[config.mk]
export PLATFORM = sky130hd
export DESIGN_NAME = ifl_irq_ctrl
export DESIGN_NICKNAME = d
export VERILOG_FILES = /design/src/rtl/ifl_pkg.sv /design/src/rtl/ifl_decode.sv /design/src/rtl/ifl_flag_bank.sv /design/src/rtl/ifl_enable_bank.sv /design/src/rtl/ifl_irq_out.sv /design/src/rtl/ifl_irq_ctrl.sv
export SDC_FILE = /design/constraint.sdc
export NUM_CORES = 1
export LEC_CHECK = 0
export BUFFER_PORTS_ARGS = -buffer_cell sky130_fd_sc_hd__buf_4
export CAP_MARGIN = 5
export CORE_AREA = 2 2 56 47
export DETAILED_ROUTE_END_ITERATION = 8
export DIE_AREA = 0 0 58 49
export GPL_ROUTABILITY_DRIVEN = 0
export PLACE_DENSITY = 0.78
export SYNTH_ARGS = -nofsm -noshare
export SYNTH_HDL_FRONTEND = slang
export SYNTH_SLANG_ARGS = --single-unit
[constraint.sdc]
create_clock -name clk -period 1.2 [get_ports clk]
set_input_delay 0.06 -clock clk [delete_from_list [all_inputs] [get_ports clk]]
set_output_delay 0.06 -clock clk [all_outputs]
set_load 0.05 [all_outputs]
[src/rtl/ifl_pkg.sv]
package ifl_pkg;
  localparam int unsigned SRC_N  = 7;
  localparam int unsigned DATA_W = SRC_N + 1;

  localparam int unsigned BIT_CA2 = 0;
  localparam int unsigned BIT_CA1 = 1;
  localparam int unsigned BIT_SR  = 2;
  localparam int unsigned BIT_CB2 = 3;
  localparam int unsigned BIT_CB1 = 4;
  localparam int unsigned BIT_T2  = 5;
  localparam int unsigned BIT_T1  = 6;

  typedef logic [SRC_N-1:0] src_vec_t;

  function automatic src_vec_t bit_of(input int unsigned idx);
    src_vec_t v;
    v = '0;
    v[idx] = 1'b1;
    return v;
  endfunction

  localparam src_vec_t PIN_MASK = bit_of(BIT_SR) | bit_of(BIT_T1) | bit_of(BIT_T2);
endpackage

[src/rtl/ifl_decode.sv]
module ifl_decode
  import ifl_pkg::*;
#(
  parameter int unsigned ADDR_W  = 4,
  parameter int unsigned A_FLAG  = 13,
  parameter int unsigned A_ENA   = 14,
  parameter int unsigned A_SHIFT = 10,
  parameter int unsigned A_T1LO  = 4,
  parameter int unsigned A_T2LO  = 8
) (
  input  logic              wr_en,
  input  logic              rd_en,
  input  logic [ADDR_W-1:0] addr,
  input  logic [DATA_W-1:0] wdata,
  output src_vec_t          wr_clr,
  output logic              ena_wr,
  output src_vec_t          rd_clr,
  output logic              rd_flag,
  output logic              rd_ena
);
  localparam logic [ADDR_W-1:0] AF = ADDR_W'(A_FLAG);
  localparam logic [ADDR_W-1:0] AE = ADDR_W'(A_ENA);
  localparam logic [ADDR_W-1:0] AS = ADDR_W'(A_SHIFT);
  localparam logic [ADDR_W-1:0] A1 = ADDR_W'(A_T1LO);
  localparam logic [ADDR_W-1:0] A2 = ADDR_W'(A_T2LO);

  always_comb begin
    wr_clr  = '0;
    ena_wr  = wr_en && (addr == AE);
    rd_flag = rd_en && (addr == AF);
    rd_ena  = rd_en && (addr == AE);
    rd_clr  = '0;
    if (wr_en && (addr == AF)) wr_clr = wdata[SRC_N-1:0];
    if (rd_en) begin
      if (addr == AS) rd_clr = bit_of(BIT_SR) | bit_of(BIT_CB1) | bit_of(BIT_CB2);
      else if (addr == A1) rd_clr = bit_of(BIT_T1);
      else if (addr == A2) rd_clr = bit_of(BIT_T2);
    end
  end
endmodule

[src/rtl/ifl_flag_bank.sv]
module ifl_flag_bank
  import ifl_pkg::*;
(
  input  logic     clk,
  input  logic     rst,
  input  src_vec_t set_i,
  input  src_vec_t clr_i,
  output src_vec_t flags_o
);
  always_ff @(posedge clk) begin
    if (rst) flags_o <= '0;
    else     flags_o <= (flags_o & ~clr_i) | set_i;
  end

  // a pulsed bit is set on the next edge, whatever the clear mask
  a_r11_set_wins: assert property (@(posedge clk) disable iff (rst)
    (set_i != '0) |=> ((flags_o & $past(set_i)) == $past(set_i)));

  // cleared bits without a same-cycle set end up 0
  a_r3_clear_bits: assert property (@(posedge clk) disable iff (rst)
    (clr_i != '0) |=> ((flags_o & $past(clr_i & ~set_i)) == '0));
endmodule

[src/rtl/ifl_enable_bank.sv]
module ifl_enable_bank
  import ifl_pkg::*;
(
  input  logic              clk,
  input  logic              rst,
  input  logic              wr_i,
  input  logic [DATA_W-1:0] wdata_i,
  output src_vec_t          ena_o
);
  logic     set_mode;
  src_vec_t sel;

  assign set_mode = wdata_i[DATA_W-1];
  assign sel      = wdata_i[SRC_N-1:0];

  always_ff @(posedge clk) begin
    if (rst) ena_o <= '0;
    else if (wr_i) begin
      if (set_mode) ena_o <= ena_o | sel;
      else          ena_o <= ena_o & ~sel;
    end
  end

  // set mode turns selected bits on, keeps the rest
  a_r4_enable_set: assert property (@(posedge clk) disable iff (rst)
    (wr_i && set_mode) |=> (((ena_o & $past(sel)) == $past(sel)) &&
                            ((ena_o & ~$past(sel)) == ($past(ena_o) & ~$past(sel)))));

  // clear mode turns selected bits off, keeps the rest
  a_r5_enable_clear: assert property (@(posedge clk) disable iff (rst)
    (wr_i && !set_mode) |=> (((ena_o & $past(sel)) == '0) &&
                             ((ena_o & ~$past(sel)) == ($past(ena_o) & ~$past(sel)))));
endmodule

[src/rtl/ifl_irq_out.sv]
module ifl_irq_out
  import ifl_pkg::*;
(
  input  logic     clk,
  input  logic     rst,
  input  src_vec_t flags_i,
  input  src_vec_t ena_i,
  output logic     irq_o
);
  always_ff @(posedge clk) begin
    if (rst) irq_o <= 1'b0;
    else     irq_o <= |(flags_i & ena_i & PIN_MASK);
  end
endmodule

[src/rtl/ifl_irq_ctrl.sv]
module ifl_irq_ctrl
  import ifl_pkg::*;
#(
  parameter int unsigned ADDR_W  = 4,
  parameter int unsigned A_FLAG  = 13,
  parameter int unsigned A_ENA   = 14,
  parameter int unsigned A_SHIFT = 10,
  parameter int unsigned A_T1LO  = 4,
  parameter int unsigned A_T2LO  = 8
) (
  input  logic              clk,
  input  logic              rst,
  input  logic              wr_en,
  input  logic              rd_en,
  input  logic [ADDR_W-1:0] addr,
  input  logic [7:0]        wdata,
  input  logic [6:0]        src_set,
  output logic [7:0]        rdata,
  output logic              irq
);
  src_vec_t wr_clr, rd_clr, flags, ena;
  logic     ena_wr, rd_flag, rd_ena;

  ifl_decode #(
    .ADDR_W(ADDR_W), .A_FLAG(A_FLAG), .A_ENA(A_ENA),
    .A_SHIFT(A_SHIFT), .A_T1LO(A_T1LO), .A_T2LO(A_T2LO)
  ) u_dec (
    .wr_en(wr_en), .rd_en(rd_en), .addr(addr), .wdata(wdata),
    .wr_clr(wr_clr), .ena_wr(ena_wr), .rd_clr(rd_clr),
    .rd_flag(rd_flag), .rd_ena(rd_ena)
  );

  ifl_flag_bank u_flags (
    .clk(clk), .rst(rst), .set_i(src_set),
    .clr_i(wr_clr | rd_clr), .flags_o(flags)
  );

  ifl_enable_bank u_ena (
    .clk(clk), .rst(rst), .wr_i(ena_wr), .wdata_i(wdata), .ena_o(ena)
  );

  ifl_irq_out u_irq (
    .clk(clk), .rst(rst), .flags_i(flags), .ena_i(ena), .irq_o(irq)
  );

  always_ff @(posedge clk) begin
    if (rst) rdata <= '0;
    else if (rd_en) begin
      if (rd_flag)     rdata <= {|(flags & ena), flags};
      else if (rd_ena) rdata <= {1'b1, ena};
      else             rdata <= '0;
    end
  end

  // enable readback always shows bit 7 high
  a_r6_enable_msb: assert property (@(posedge clk) disable iff (rst)
    rd_ena |=> rdata[7]);

  // addresses owned elsewhere read back as zero
  a_r13_foreign_zero: assert property (@(posedge clk) disable iff (rst)
    (rd_en && !rd_flag && !rd_ena) |=> (rdata == '0));

  // a rising request needs an enabled pin source one cycle before
  a_r10_rise_source: assert property (@(posedge clk) disable iff (rst)
    $rose(irq) |-> $past((flags & ena & PIN_MASK) != '0));
endmodule

Word level (Yosys, flattened, before mapping)
Index checks and enable logic that the tools add are counted.
- logic and storage cells: 31
- memory bits (writable): 0
- input port bits: 23
- register bits after elaboration: 23
- memories kept: 0
- memory bits (read-only): 0
- output and inout port bits: 9
- bits in latches: 0
- order comparisons: 0
- divide/modulo/power cells: 0
- multiply operators: 0
- multiplexer cells: 8
- $add $sub $neg: 0
- bitwise gates (word level): 8
- shift operators: 0
- equal/unequal tests: 5
- reductions and logical operators: 6
- operator list (cell ; count):
    2-to-1 mux 7 bit ; 5
    bitwise AND 7 bit ; 3
    OR 7 bit ; 3
    equality test 4 bit (second input constant) ; 4
    2-to-1 mux 8 bit ; 2
    inverter 7 bit ; 2
    OR reduction 7 bit ; 1
    2-to-1 mux 6 bit ; 1
    equality test 4 x 3 -> 1 bit (second input constant) ; 1
    logical AND 1 bit ; 4
    OR reduction 3 bit ; 1

Logic depth before layout (Yosys ltp)
- depth after elaboration: 9
- mapped depth: 4
- mapped depth without buffers: 3

Modules after synthesis
Synthesis repeated with hierarchy kept, for this count alone.
- cells, all modules: 136
- area, all modules: 1285.0 µm²
- modules (own cells, without submodules) (module ; cells an instance ; area an instance (µm²) ; times used ; sequential area each (µm²)):
    ifl_irq_ctrl ; 51 ; 510.5 ; 1 ; 160.2
    ifl_flag_bank ; 28 ; 297.8 ; 1 ; 140.1
    ifl_enable_bank ; 29 ; 291.5 ; 1 ; 140.1
    ifl_decode ; 25 ; 151.4 ; 1 ; 0.0
    ifl_irq_out ; 3 ; 33.8 ; 1 ; 20.0

Least setup slack after synthesis
Ideal clock, no wire load.
- kind: flip-flop to flip-flop
- start: register rdata[0] (netlist name)
- end: register rdata[0]
- clock period less this slack: 1.016 ns
- path slack: 0.184 ns
- stages on the path, launching flop included: 3
- setup time: 0.122 ns
- arrival time: 0.894 ns
- cells stage by stage: dfxtp_1 -> and2_0 -> a221o_1
- RTL lines (item ; line ; source):
    to (signal assigned) ; ifl_irq_ctrl.sv:49 ; if (rd_flag) rdata <= {|(flags & ena), flags};
    to (signal assigned) ; ifl_irq_ctrl.sv:50 ; else if (rd_ena) rdata <= {1'b1, ena};
    to (decl) ; ifl_irq_ctrl.sv:18 ; output logic [7:0] rdata,

==> results.py <==
metrics = {
    "setup_path": {
        "worst-path-buf-inv": 0,
        "path_delay_family": "compound AO/OA/AOI/OAI gates",
        "path_max_fanout": 3,
        "start_kind": "flip-flop",
        "path_class": "flip-flop to flip-flop",
        "max_stage_delay_ns": 0.41,
        "crit_chain": "a222oi_1 > nand3_1 > o2bb2ai_1",
        "crit_path_end_kind": "flip-flop",
        "worstPathRequired_ns": 1.41,
        "crit_slowest_cell": "a222oi_1",
        "crit_arrival_ns": 1.37,
    },
    "floorplanning": {
        "die_width_microns": 58,
        "design.core.area_sq_um": 2320,
        "initial_core_util_pct": 46.2,
        "num_rows": 16,
        "die_h_microns": 49,
        "die_area_sq_um": 2840,
        "io_pins": 32,
    },
    "placed_design": {
        "dpl_cell_area_sq_um": 1320,
        "pre_cts_ws_ns": 0.0956,
        "dp_hpwl_microns": 1960,
        "portBuffers": 31,
    },
    "timing": {
        "worstMarginPinSlew_ns": 0.402,
        "hold_viol_final": 0,
        "fin_crit_sh_pct": 96.4,
        "setup_viol": 0,
        "setup_ws_ns": 0.0434,
        "fin_crit_ns": 1.16,
        "skew_ns": 0.000738,
        "timing.fmax_ghz": 0.865,
        "slew_violations": 0,
        "fin_hold_ws_ns": 0.00462,
        "slew_headroom_pct": 73.0,
    },
    "cells_and_area": {
        "multi_input_area_sq_um": 556,
        "diodes": 0,
        "final_area_sq_um": 1430,
        "drive_gt1_share_pct": 29.7,
        "regArea_sq_um": 463,
        "nNetsFinal": 172,
        "area_growth_pct": 33.7,
        "n_fill_cell": 196,
    },
    "detailed_routing": {
        "routed_wirelength_microns": 2690,
        "via_per_inst": 5.61,
        "route.detailed.drc": 0,
        "wl_per_cell_microns": 15.4,
        "initialDrtViolationCount": 36,
        "ant_nets": 0,
        "vias": 982,
        "dr.pass1.iters": 4,
    },
    "grt": {
        "grt_pass1_vias": 889,
        "grt_max_degree": 21,
        "antenna_found_initial": 0,
        "grt_pass1_wl_microns": 4130,
        "grtUsageTotal_pct": 19.4,
        "grt_overflow": 0,
    },
    "pwr": {
        "powerDensity_nw_per_um2": 948,
        "peakVddDrop_mv": 0.840,
        "p_leak_nw": 0.651,
        "finalPower_w": 0.00136,
    },
    "synth": {
        "ys_seq_area_share_pct": 42.9,
        "ys_top_cells_by_area": "dfxtp_1 (43%), mux2i_1 (7.5%), a221o_1 (6.5%)",
        "yosys_register_bits": 23,
        "ys_warn_count": 0,
        "yosys.area.top_type": "dfxtp_1",
        "synth_top_area_share_pct": 42.9,
        "netlist_instances": 108,
        "synthTopCellsByCount": "dfxtp_1 (23), inv_1 (9), nand2b_1 (9), mux2i_1 (8), nand3_1 (8)",
        "async_reset_ff_share_pct": 0,
        "yosysUniqueCellTypes": 26,
        "synthFlopType": "dfxtp_1",
        "synth_edf_count": 0,
        "netlist_area_sq_um": 1070,
        "syn-num-nets": 131,
        "synth.most_common_cell": "dfxtp_1",
        "syn-mean-instance-area_sq_um": 9.93,
    },
    "clock_network": {
        "cts.sinks": 23,
        "cts_made_buffers": 3,
        "clk_pin_slew_ns": 0.12,
        "cts.root.buffer_cell": "clkbuf_4",
        "cts_tree": "built",
        "cts_buffer_depth": 2,
        "htreeDepth": 1,
        "clk-insertion-delay-late_ns": 0.31,
    },
    "outcome": {
        "outcome": "completed",
    },
    "run": {
        "maxCapViolCount": 0,
    },
    "worst_hold_path": {
        "hold_path.class": "primary input to flip-flop",
    },
}
cells by family (layout without fill, tap and decap cells):
| logic type | after synthesis | after routing | synth area share (%) |
|---|---|---|---|
| simple gates | 41 | 41 | 26.3 |
| compound gates | 23 | 23 | 18.1 |
| mux | 8 | 8 | 7.47 |
| flops | 23 | 23 | 42.9 |
| buf+inv | 13 | 53 | 5.25 |
placed cells by master (no fill, tap or decap), drive strengths merged, types with 5 or more instances in the layout:
cell	Yosys	final
nor2	5	5
a221o	7	7
mux2i	8	8
dfxtp	23	23
inv	9	9
dlygate4sd3	0	8
nand2b	10	10
nor2b	5	5
nand3	8	8
and2	7	7
a221oi	5	5
buf	4	32
worst reg2reg max path: cells and delay by family, from the launching register on:
kind	cells	cell delay, ns
AOI/OAI and AO/OA	2	0.56
DFF	1	0.36
and+or+nand+nor	1	0.15
cell type report:
type | instances | area share [%]
clock buffers | 3 | 1.57
clock inverters | 1 | 0.349
inverters | 9 | 2.36
multi-input cells | 72 | 38.7
flip-flops and latches | 23 | 32.3
well taps | 27 | 2.36
repair buffers | 40 | 22.3
final timing paths:
| path | startpoint | slack [ns] | depth (start not counted) | to |
|---|---|---|---|---|
| setup reg to reg | flip-flop | 0.04 | 3 | rdata[7]$_SDFFE_PP0P_ |
| hold reg to reg | flip-flop | 0.50 | 2 | flip-flop |
| setup / recovery | flip-flop | 0.04 | 3 | rdata[7]$_SDFFE_PP0P_ |
| hold / removal | src_set[6] | 0.005 | 3 | u_flags.flags_o[6]$_SDFF_PP0_ |
routing by layer:
metal	global-route usage, %	part of all wire [%]	up-vias
met5	0	0	-
met4	5.81	0.89	0
met3	6.63	9.0	4
met2	29.9	46	47
met1	25.5	44	449
li1	-	-	482
report_power, final:
group	total [W]	leakage, nW	switching [W]	internal [W]
sequential	0.000804	0.189	0.0000192	0.000785
clock	0.000358	0.0177	0.000234	0.000125
combinational	0.000197	0.445	0.0000922	0.000105
total	0.00136	0.651	0.000345	0.00101
what timing repair did:
action                                  CTS  global route
hold buffers                              4             4
resized for setup                         0             2
endpoints found under the hold margin     3             4
buffers inserted                          0             1
endpoints found under the setup margin    0             1
per-stage QoR:
step | std cells | TNS [ns] | util [%]
3_3_place_gp | 162 | 0 | 56.7
2_1_floorplan | 108 | 0 | -
3_5_place_dp | 162 | 0 | 56.7
6_report | 175 | 0 | 61.7
5_1_grt | 175 | -0.00356 | 61.7
4_1_cts | 170 | 0 | 59.6
Power figures use the tool's default switching activity.
